--- src/rtl/led_enc_pkg.sv ---
package led_enc_pkg;
  typedef enum logic [2:0] {
    ORD_GRB,
    ORD_RGB,
    ORD_BRG,
    ORD_BGR,
    ORD_RBG,
    ORD_GBR
  } ord_e;

  typedef enum logic [2:0] {
    ST_IDLE,
    ST_LEAD,
    ST_DATA_A,
    ST_DATA_B,
    ST_TAIL
  } phase_e;
endpackage

--- src/rtl/led_word_pack.sv ---
module led_word_pack #(
  parameter int               CH_W  = 8,
  parameter led_enc_pkg::ord_e ORDER = led_enc_pkg::ORD_GRB
) (
  input  logic [CH_W-1:0]   red,
  input  logic [CH_W-1:0]   green,
  input  logic [CH_W-1:0]   blue,
  output logic [3*CH_W-1:0] word
);
  generate
    if (ORDER == led_enc_pkg::ORD_RGB) begin : g_rgb
      assign word = {red, green, blue};
    end else if (ORDER == led_enc_pkg::ORD_BRG) begin : g_brg
      assign word = {blue, red, green};
    end else if (ORDER == led_enc_pkg::ORD_BGR) begin : g_bgr
      assign word = {blue, green, red};
    end else if (ORDER == led_enc_pkg::ORD_RBG) begin : g_rbg
      assign word = {red, blue, green};
    end else if (ORDER == led_enc_pkg::ORD_GBR) begin : g_gbr
      assign word = {green, blue, red};
    end else begin : g_grb
      assign word = {green, red, blue};
    end
  endgenerate
endmodule

--- src/rtl/led_tick_div.sv ---
module led_tick_div #(
  parameter int DIV = 4
) (
  input  logic clk,
  input  logic rst_n,
  input  logic run,
  output logic tick
);
  localparam int CNTW = (DIV > 1) ? $clog2(DIV) : 1;
  localparam logic [CNTW-1:0] LAST = CNTW'(DIV - 1);

  logic [CNTW-1:0] cnt_q;
  logic [CNTW-1:0] cnt_d;

  always_comb begin
    tick  = run && (cnt_q == LAST);
    cnt_d = cnt_q;
    if (!run || tick) begin
      cnt_d = '0;
    end else begin
      cnt_d = cnt_q + 1'b1;
    end
  end

  always_ff @(posedge clk or negedge rst_n) begin
    if (!rst_n) begin
      cnt_q <= '0;
    end else begin
      cnt_q <= cnt_d;
    end
  end
endmodule

--- src/rtl/led_bit_fsm.sv ---
module led_bit_fsm #(
  parameter int NBITS = 24
) (
  input  logic             clk,
  input  logic             rst_n,
  input  logic             tick,
  input  logic             start,
  input  logic [NBITS-1:0] word,
  output logic             busy,
  output logic             dout
);
  import led_enc_pkg::*;

  localparam int BCW = (NBITS > 1) ? $clog2(NBITS) : 1;
  localparam logic [BCW-1:0] LAST_BIT = BCW'(NBITS - 1);

  phase_e           st_q, st_d;
  logic [NBITS-1:0] sh_q, sh_d;
  logic [BCW-1:0]   bc_q, bc_d;
  logic             dout_q, dout_d;
  logic             load_en;

  assign load_en = (st_q == ST_IDLE) || tick;

  always_comb begin
    st_d   = st_q;
    sh_d   = sh_q;
    bc_d   = bc_q;
    dout_d = dout_q;
    case (st_q)
      ST_IDLE: begin
        dout_d = 1'b0;
        if (start) begin
          st_d   = ST_LEAD;
          sh_d   = word;
          bc_d   = '0;
          dout_d = 1'b1;
        end
      end
      ST_LEAD: begin
        st_d   = ST_DATA_A;
        dout_d = sh_q[NBITS-1];
      end
      ST_DATA_A: begin
        st_d   = ST_DATA_B;
        dout_d = sh_q[NBITS-1];
      end
      ST_DATA_B: begin
        st_d   = ST_TAIL;
        dout_d = 1'b0;
      end
      ST_TAIL: begin
        if (bc_q == LAST_BIT) begin
          st_d   = ST_IDLE;
          dout_d = 1'b0;
        end else begin
          st_d   = ST_LEAD;
          dout_d = 1'b1;
          sh_d   = {sh_q[NBITS-2:0], 1'b0};
          bc_d   = bc_q + 1'b1;
        end
      end
      default: begin
        st_d   = ST_IDLE;
        dout_d = 1'b0;
      end
    endcase
  end

  always_ff @(posedge clk or negedge rst_n) begin
    if (!rst_n) begin
      st_q   <= ST_IDLE;
      sh_q   <= '0;
      bc_q   <= '0;
      dout_q <= 1'b0;
    end else if (load_en) begin
      st_q   <= st_d;
      sh_q   <= sh_d;
      bc_q   <= bc_d;
      dout_q <= dout_d;
    end
  end

  assign busy = (st_q != ST_IDLE);
  assign dout = dout_q;
endmodule

--- src/rtl/pixel_bit_encoder.sv ---
module pixel_bit_encoder #(
  parameter int                CLK_HZ = 12_000_000,
  parameter int                SUB_HZ = 2_500_000,
  parameter int                CH_W   = 8,
  parameter led_enc_pkg::ord_e ORDER  = led_enc_pkg::ORD_GRB
) (
  input  logic            clk,
  input  logic            rst_n,
  input  logic            valid,
  input  logic [CH_W-1:0] red,
  input  logic [CH_W-1:0] green,
  input  logic [CH_W-1:0] blue,
  output logic            busy,
  output logic            dout
);
  localparam int DIV   = (CLK_HZ / SUB_HZ > 0) ? (CLK_HZ / SUB_HZ) : 1;
  localparam int NBITS = 3 * CH_W;

  logic [NBITS-1:0] colour_word;
  logic             sub_tick;
  logic             busy_w;

  led_word_pack #(.CH_W(CH_W), .ORDER(ORDER)) u_pack (
    .red   (red),
    .green (green),
    .blue  (blue),
    .word  (colour_word)
  );

  led_tick_div #(.DIV(DIV)) u_div (
    .clk   (clk),
    .rst_n (rst_n),
    .run   (busy_w),
    .tick  (sub_tick)
  );

  led_bit_fsm #(.NBITS(NBITS)) u_fsm (
    .clk   (clk),
    .rst_n (rst_n),
    .tick  (sub_tick),
    .start (valid),
    .word  (colour_word),
    .busy  (busy_w),
    .dout  (dout)
  );

  assign busy = busy_w;
endmodule

--- config.mk ---
export PLATFORM = sky130hd
export DESIGN_NAME = pixel_bit_encoder
export DESIGN_NICKNAME = d
export VERILOG_FILES = /design/src/rtl/led_enc_pkg.sv /design/src/rtl/led_word_pack.sv /design/src/rtl/led_tick_div.sv /design/src/rtl/led_bit_fsm.sv /design/src/rtl/pixel_bit_encoder.sv
export SDC_FILE = /design/constraint.sdc
export NUM_CORES = 1
export LEC_CHECK = 0
export BUFFER_PORTS_ARGS = -buffer_cell sky130_fd_sc_hd__buf_2
export CORE_MARGIN = 2
export CORE_UTILIZATION = 35
export DETAILED_ROUTE_END_ITERATION = 12
export PLACE_DENSITY = 0.59
export REMOVE_ABC_BUFFERS = 1
export SLEW_MARGIN = 20
export SYNTH_ARGS = -nofsm -noshare
export SYNTH_HDL_FRONTEND = slang
export SYNTH_SLANG_ARGS = --single-unit
--- constraint.sdc ---
create_clock -name clk -period 2.15 [get_ports clk]
set_clock_uncertainty 0.1 [all_clocks]
set_input_delay 0.43 -clock clk [delete_from_list [all_inputs] [get_ports clk]]
set_output_delay 0.43 -clock clk [all_outputs]
set_load 0.01 [all_outputs]
==> results.md, run 1 <==
- The first-pass detailed-route iteration total is 5.
- Subtracting the final worst setup slack from the clock period gives 1.91 ns.
- The worst hold path belongs to the class primary input to asynchronous set/reset pin.
- The overall track demand over capacity in global routing is 12.5%.
- The number of hold-slack violations in the final timing report came to 0.
- The worst setup slack after placement is 0.260 ns.
- The switching part of the total power is 36.1%.
- The worst setup path is launched from a register.
- Adding up every negative setup slack in the final design gives 0 ns.
- Each instance of the synthesized netlist takes up on average 10.7 sq um.
- The final number of max-transition violations is 0.
- In this run the critical register-to-register path is launched from u_fsm.bc_q[0].
- The most instantiated flip-flop cell in the synthesis netlist is sky130_fd_sc_hd__dfrtp_1.
- The number of gates resized after CTS is 0.
- The sink count of the clock tree is 35.
- 29 I/O pins were placed.
- The worst register-to-register path has a depth of 6.
- The cell sitting at the root of the clock tree is a sky130_fd_sc_hd__clkbuf_8.
- The achievable clock frequency is 0.524 GHz.
- The worst setup path startpoint is u_fsm.st_q[0].
- The clock transition at the register clock pins on the worst setup and hold paths after CTS is 0.07 ns.
- The repair_antennas step left the layout with diodes totalling 0.
- STA puts the critical path data required time at 1.62 ns.
- Synthesis produced a netlist whose cell count is 170.
- Wire segments on met2 add up to 1390 microns in the final route.
- The CTS H-tree depth is 2.
- The maximum number of pins on one net before global-route repair is 37.
- The placed wire-length estimate is 2330 microns.
- Using the TritonRoute via totals, the vias-per-cell ratio works out to 4.79.
- After synthesis, the share of flip-flops with an asynchronous set or reset is 100%.
- The number of clock buffers added by TritonCTS is 5.
- Wire segments on met3 add up to 214 microns in the final route.
- The starting density of the core is 35.9%.
- The end of the worst register-to-register path is u_fsm.sh_q[22].
- After synthesis the netlist holds a flip-flop and latch count of 35.
- The average wire length per cell after detail routing is 12.2 microns.
- The run finished with clean final reports.
- The worst voltage drop across the vdd grid is 0.000553 V.
- The fill cell total of the finished layout is 527.
- At the later pin of the worst-skew pair, clock insertion delay measures 0.29 ns.
- The number of buffers inserted by port buffering is 28.
- The critical path capture point is busy.
- The routed layout has 1308 vias.
- The kind of capture point of the worst setup path is an output pin.
- The flop-to-flop setup slack is 0.26 ns.
- Wires add up to 3320 microns.
- The net total in the final layout is 232.
- Registers are responsible for 45.0% of the overall power.
- At the end of routability-driven placement, the weighted congestion stood at 0.796.
- The area growth from synthesis to layout is 17.2%.
- Setup repair after global routing left no endpoint under its margin.
- For the pin with the worst max-slew slack, the measured transition is 0.508 ns.
- After global routing the overflow that remains totals 0.
- The initialized floorplan defines 26 standard-cell rows.
- The worst slew margin relative to its limit is 66.1%.
- The clock group share of total power is 18.1%.
- The count of nets left with antenna violations once routing finished came out at 0.
- Data on the critical path arrives at its endpoint at 1.38 ns.
- The area enclosed by the die boundary is 0.00580 sq mm.
- In the layout the commonest cells are 35 x sky130_fd_sc_hd__dfrtp_1, 28 x sky130_fd_sc_hd__buf_2, 27 x sky130_fd_sc_hd__nor2_1.
- No sink is reached through more buffers than the 2 on the longest clock path.
- The share of post-route cells with drive strength above 1 is 26.1%.
- The worst setup slack after layout is 0.243 ns.
- The routed length on met1 is 1690 microns.
- The number of flops mapped to enable cells by yosys is 0.
- The reported net switching power is 0.926 mW.
- The number of warnings issued by yosys is 0.
- From bottom edge to top edge, the die measures 76.1 microns.
- Hold repair after CTS inserted 0 buffers.
- The sequential-to-total area share from yosys stat is 48.1%.
- The synthesized cell area is 0.00182 sq mm.
- Of the total power, combinational logic draws 36.9%.
- The floorplan step set the die width to 76.1 microns.
- The share of the clock period used by the worst path after layout is 88.7%.
- Dividing total power by cell area gives a power density of 1200 mW/mm^2.
- The critical path is of the register to output pin type.
- The number of DRC markers after the initial detailed-route iteration is 61.
- The maximum fanout along the worst path is 7.
- Max-cap violations in this run came to 0.
- The internal power summed over all cells is 1.64 mW.
- The post-CTS setup-driven buffer insertion count is 0.
- The first-pass GRT wire length is 5810 microns.
- The via count of the first global-routing pass is 1306.
- The library cell used most frequently in the layout, excluding fill and tap cells, is sky130_fd_sc_hd__dfrtp_1.
- After detailed routing, no signal wire sits above met4.
- TritonCTS built the clock tree.
- The floorplan step defined a core boundary enclosing 0.00507 sq mm.
- The initial antenna violation count was 0.
- The sum of internal, switching and leakage power is 2.57 mW.
- Summed over all cells, the static leakage comes to 0.883 nW.
- The final-report setup violation count is 0.
- The distinct cell type count of the synthesized netlist is 35.
- After detailed routing, the number of remaining DRC violations is 0.
==> registers in the layout, summed over array words and instances (netlist names) <==
signal,count
u_fsm.sh_q,24
u_fsm.bc_q,5
u_fsm.st_q,3
u_div.cnt_q,2
u_fsm.dout,1
==> layer usage <==
metal / vias up / track usage, %
li1: 677 / -
met1: 599 / 16.2
met2: 28 / 19.0
met3: 4 / 6.04
met4: 0 / 2.91
met5: - / 0
==> power groups by stage <==
| stage | combinational [mW] | clock (mW) | sequential (mW) |
|---|---|---|---|
| finish | 0.948 | 0.465 | 1.16 |
| global route | 1.08 | 0.516 | 1.20 |
| CTS | 0.960 | 0.484 | 1.16 |
| detailed placement | 0.960 | 0 | 1.17 |
| global placement | 0.944 | 0 | 1.17 |
| floorplan | 0.653 | 0 | 1.16 |
==> final cells by class <==
cell class                 instances  area (sq um)  area share (%)
clock buffer                       5          68.8            3.22
tap                               70          87.6            4.10
timing repair buffer              37           245            11.5
multi-input combinational        121           833            39.0
sequential                        35           876            41.0
clock inverter                     2          13.8           0.644
inverter                           3          11.3           0.527
==> worst min-delay path by stage <==
stage | startpoint | endpoint
after global routing | rst_n | u_div.cnt_q[1]
final | rst_n | u_fsm.st_q[2]
after detailed placement | u_div.cnt_q[0] | u_div.cnt_q[0]
after CTS | rst_n | u_fsm.st_q[2]
after global placement | u_div.cnt_q[0] | u_div.cnt_q[0]
after floorplan | rst_n | u_div.cnt_q[0]
==> critical path, cell delays in order, from the launching register on <==
cell	delay (ns)
sky130_fd_sc_hd__dfrtp_1	0.37
sky130_fd_sc_hd__buf_4	0.16
sky130_fd_sc_hd__or3_1	0.40
sky130_fd_sc_hd__buf_2	0.16
==> cells by family (layout without fill, tap and decap cells) <==
family / Yosys count / after routing / share of synthesized area (%)
simple gates: 50 / 50 / 13.8
flops: 35 / 35 / 48.1
buf+inv: 14 / 47 / 6.18
fa+ha+maj: 3 / 3 / 1.92
compound gates: 42 / 42 / 15.7
mux: 26 / 26 / 14.3
==> through the flow <==
stage / util [%] / hold slack (ns) / instances / area, sq um
global placement: 40.5 / 0.325 / 266 / 2050
detailed placement: 40.5 / 0.321 / 266 / 2050
finish: 42.1 / 0.0698 / 273 / 2140
floorplan: - / 0.0344 / 159 / 1720
CTS: 42.1 / 0.0900 / 273 / 2140
global route: 42.1 / 0.103 / 273 / 2140
==> cell usage after synthesis, types with 2 or more instances <==
library cell                 n  area [sq um]
sky130_fd_sc_hd__a21oi_1    22           110
sky130_fd_sc_hd__a21oi_2     6          52.6
sky130_fd_sc_hd__buf_2       3          15.0
sky130_fd_sc_hd__buf_6       7          78.8
sky130_fd_sc_hd__dfrtp_1    35           876
sky130_fd_sc_hd__ha_1        2          25.0
sky130_fd_sc_hd__inv_1       3          11.3
sky130_fd_sc_hd__mux2i_1    26           260
sky130_fd_sc_hd__nand2_1     5          18.8
sky130_fd_sc_hd__nand3_1     5          25.0
sky130_fd_sc_hd__nand4_1     2          12.5
sky130_fd_sc_hd__nor2_1     27           101
sky130_fd_sc_hd__o21ai_0     4          20.0
sky130_fd_sc_hd__o2bb2ai_1   2          17.5
No activity file was read; power rests on OpenSTA's default activity.
==> run 2: changes to the inputs <==
--- a/config.mk
+++ b/config.mk
@@ -9,9 +9,9 @@
 export CORE_MARGIN = 2
 export CORE_UTILIZATION = 35
 export DETAILED_ROUTE_END_ITERATION = 12
-export PLACE_DENSITY = 0.59
+export PLACE_DENSITY = 0.58
 export REMOVE_ABC_BUFFERS = 1
-export SLEW_MARGIN = 20
 export SYNTH_ARGS = -nofsm -noshare
 export SYNTH_HDL_FRONTEND = slang
+export SYNTH_HIERARCHICAL = 1
 export SYNTH_SLANG_ARGS = --single-unit
==> run 2 against run 1 <==
  * The flow now finishes with violations (setup timing)
  * Die area up 14%
  * Clock-buffer cell count grew 2
  * Highest routed layer unchanged
  * Register-to-register slack lost 0.32 ns
  * Fmax fell by 14%
  * Global-route usage decreased by 0.60 points
  * Via count is 4.1% lower
  * First-iteration DRC count decreased by 41%
==> results.md, run 2 <==
- Outcome: complete, but fails checks (was completed).
- The checks that failed: setup timing.
- The sink count of the clock tree was 35 (unchanged).
- The number of diodes is 0 (unchanged).
- The total grt overflow is 0 (unchanged).
- The placed wire-length estimate is 2440 microns (was 2330 microns).
- The number of standard-cell rows in the floorplan is 28 (was 26).
- Top cells by count, synth: 35 x sky130_fd_sc_hd__dfrtp_1, 32 x sky130_fd_sc_hd__mux2_2, 24 x sky130_fd_sc_hd__buf_4 (was 35 x sky130_fd_sc_hd__dfrtp_1, 27 x sky130_fd_sc_hd__nor2_1, 26 x sky130_fd_sc_hd__mux2i_1).
- The area share of the largest cell type after synthesis is 41.9% (was 48.1%).
- The most flop-heavy register is u_fsm/sh_q (was u_fsm.sh_q).
- The type of the tightest min-delay check is primary input to asynchronous set/reset pin (unchanged).
- The root cell of the clock tree was sky130_fd_sc_hd__clkbuf_8 (unchanged).
- The count of max-cap constraint violations is 0 (unchanged).
- The most common library cell in the layout ignoring fill and taps is sky130_fd_sc_hd__dfrtp_1 (unchanged).
- The via count of the routed design is 1255 (was 1308).
- The first-pass GRT wire length came to 5750 microns (was 5810 microns).
- The number of flops mapped to enable cells by yosys is 0 (unchanged).
- The number of standard cells after synthesis came to 166 (was 170).
- The flip-flop count of the largest register after layout was 24 (unchanged).
- The utilization of the core after routing was 41.6% (was 42.1%).
- The net total in the final layout was 216 (was 232).
- The achievable clock frequency was 0.452 GHz (was 0.524 GHz).
- The CTS tree is built (unchanged).
- The layout overhead on the synthesized area is 16.4% (was 17.2%).
- The flop-to-flop setup slack came to -0.06 ns (was 0.26 ns).
- The number of DRC markers after the initial detailed-route iteration is 36 (was 61).
- The worst path arrival time was 2.29 ns (was 1.38 ns).
- The cell taking the most area after synthesis is sky130_fd_sc_hd__dfrtp_1 (unchanged).
- The final number of max-transition violations is 0 (unchanged).
- The minimum clock period came to 2.21 ns (was 1.91 ns).
- The worst setup slack after layout was -0.0608 ns (was 0.243 ns).
- Area contributors post-synth: sky130_fd_sc_hd__dfrtp_1 42%, sky130_fd_sc_hd__mux2_2 17%, sky130_fd_sc_hd__mux2_4 11% (was sky130_fd_sc_hd__dfrtp_1 48%, sky130_fd_sc_hd__mux2i_1 14%, sky130_fd_sc_hd__a21oi_1 6.0%).
- The sequential-to-total area share from yosys stat is 41.9% (was 48.1%).
- Registers with the highest flip-flop counts: u_fsm/sh_q: 24 flops, u_fsm/bc_q: 5 flops, u_fsm/st_q: 3 flops (was u_fsm.sh_q: 24 flops, u_fsm.bc_q: 5 flops, u_fsm.st_q: 3 flops).
- The count of state elements after synthesis is 35 (unchanged).
- The overall track demand over capacity in global routing came to 11.9% (was 12.5%).
- The worst slew margin relative to its limit is 48.9% (was 66.1%).
- The post-synthesis async set-or-reset flop share came to 100% (unchanged).
- The synthesized cell area is 0.00209 sq mm (was 0.00182 sq mm).
- The CTS H-tree depth is 2 (unchanged).
- The via density per instance is 4.77 (was 4.79).
- The deepest clock path buffer count was 2 (unchanged).
- The starting density of the core is 35.7% (was 35.9%).
- The total DRC errors in the routed layout came to 0 (unchanged).
- RSZ-0062 raised after global routing: true (was false).
- The final-report setup violation count came to 17 (was 0).
- The clock latency on the worst-skew pair is 0.29 ns (about the same).
- The worst setup slack after placement came to -0.0155 ns (was 0.260 ns).
- The maximum fanout along the worst path was 9 (was 7).
- The number of buffers added by the clock tree synthesis step is 5 (unchanged).
- The maximum number of pins on one net before global-route repair was 36 (was 37).
- The most instantiated flip-flop cell in the synthesis netlist is sky130_fd_sc_hd__dfrtp_1 (unchanged).
- The synthesized area per cell is 12.6 sq um (was 10.7 sq um).
- The number of nets still failing antenna checks after routing was 0 (unchanged).
- The worst-margin pin slew is 0.766 ns (was 0.508 ns).
- The routed length on met2 is 1800 microns (was 1390 microns).
- The wire length reported by the detailed router is 3920 microns (was 3320 microns).
- The clock transition at the register clock pins on the worst setup and hold paths after CTS is 0.07 ns (about the same).
- The share of the clock period used by the worst path after layout is 103% (was 88.7%).
- The distinct cell type count of the synthesized netlist came to 40 (was 35).
- The total negative setup slack was -0.643 ns (was 0 ns).
- The horizontal extent of the die came to 81.2 microns (was 76.1 microns).
- Most used cells in the layout excluding fill and tap cells: 35 x sky130_fd_sc_hd__dfrtp_1, 28 x sky130_fd_sc_hd__buf_2, 26 x sky130_fd_sc_hd__mux2_2 (was 35 x sky130_fd_sc_hd__dfrtp_1, 28 x sky130_fd_sc_hd__buf_2, 27 x sky130_fd_sc_hd__nor2_1).
- The worst voltage drop across the vdd grid is 0.000371 V (was 0.000553 V).
- The number of warnings issued by yosys is 6 (was 0).
- The type of the worst setup path is register to register (was register to output pin).
- The leakage component of the power is 1.07 nW (was 0.883 nW).
- The number of buffers inserted by hold repair at cts is 0 (unchanged).
- The amount of wire on met3 after detailed routing is 140 microns (was 214 microns).
- The power density relative to cell area was 1190 mW/mm^2 (was 1200 mW/mm^2).
- The kind of capture point of the worst setup path was a register (was output pin).
- The core box area was 0.00585 sq mm (was 0.00507 sq mm).
- The area enclosed by the die boundary came to 0.00660 sq mm (was 0.00580 sq mm).
- The via count of the first global-routing pass is 1180 (was 1306).
- The number of ports placed on the die boundary is 29 (unchanged).
- The global placement routability congestion came to 0.780 (was 0.796).
- The average wire length per cell after detail routing was 14.9 microns (was 12.2 microns).
- The depth of the worst register-to-register path is 7 (was 6).
- The number of hold-slack violations in the final timing report came to 0 (unchanged).
- The routed length on met1 is 1910 microns (was 1690 microns).
- The first-pass detailed-route iteration total is 4 (was 5).
- The critical path required time was 2.22 ns (was 1.62 ns).
- The initial antenna violation count is 0 (unchanged).
- The cell with the most instances after synthesis is sky130_fd_sc_hd__dfrtp_1 (unchanged).
- The height of the die came to 81.2 microns (was 76.1 microns).
- The number of buffers inserted by port buffering is 28 (unchanged).
- The critical path startpoint category was a register (unchanged).
- The share of post-route cells with drive strength above 1 is 58.5% (was 26.1%).
- The top metal layer carrying routed signals is met4 (unchanged).
run 2: through the flow:
step	hold slack (ns)	cells	power, mW	instance area, sq um
2_1_floorplan	0.0344	133	1.86	1840
3_5_place_dp	0.391	246	2.20	2180
6_report	0.111	263	2.90	2430
5_1_grt	0.168	263	3.09	2430
3_3_place_gp	0.388	246	2.18	2180
4_1_cts	0.139	254	2.75	2290
run 2: worst paths after layout:
kind,end,from
hold / removal,u_fsm/sh_q[0],rst_n
min in group clk,u_fsm/sh_q[0],blue[0]
max in group asynchronous,u_fsm/sh_q[17],rst_n
setup reg to reg,u_fsm/sh_q[8],u_fsm/st_q[0]
setup / recovery,u_fsm/sh_q[8],u_fsm/st_q[0]
hold reg to reg,u_fsm/sh_q[13],u_fsm/sh_q[13]
run 2: timing repair:
| item | 4_1_cts | 5_1_grt |
|---|---|---|
| cloned | 0 | 2 |
| pin swaps | 0 | 3 |
| resized for setup | 3 | 9 |
| endpoints found under the setup margin | 7 | 23 |
| setup buffers | 0 | 8 |
run 2: worst max-delay path: stages (launching register included):
cell                        delay, ns
sky130_fd_sc_hd__dfrtp_1         0.41
sky130_fd_sc_hd__or3_4           0.15
sky130_fd_sc_hd__and2_4          0.13
sky130_fd_sc_hd__or3b_4          0.39
sky130_fd_sc_hd__o31ai_4         0.28
sky130_fd_sc_hd__buf_4           0.17
sky130_fd_sc_hd__clkbuf_16       0.15
sky130_fd_sc_hd__mux2_4          0.29
run 2: cell families after synthesis:
kind of cell	count (synthesis)	share of synthesized area [%]
mux	50	29.5
fa+ha+maj	2	1.20
flops	35	41.9
buf+inv	37	12.6
simple gates	27	9.35
compound gates	15	5.45
run 2: layout make-up:
type	count	area, sq um
tap	75	93.8
timing repair buffer	47	347
clock buffer	7	96.3
multi-input combinational	94	996
fill	561	3420
clock inverter	1	7.51
inverter	4	15.0
sequential	35	876
run 2: metal layers:
metal,GRT usage (%),up-vias
met3,3.44,4
met4,6.10,0
li1,-,612
met1,16.7,614
met2,16.5,25
met5,0,-
run 2: power by group:
part | switching (mW) | total, mW | internal (mW)
registers | 0.204 | 1.18 | 0.978
logic | 0.435 | 1.19 | 0.759
clock network | 0.233 | 0.524 | 0.291
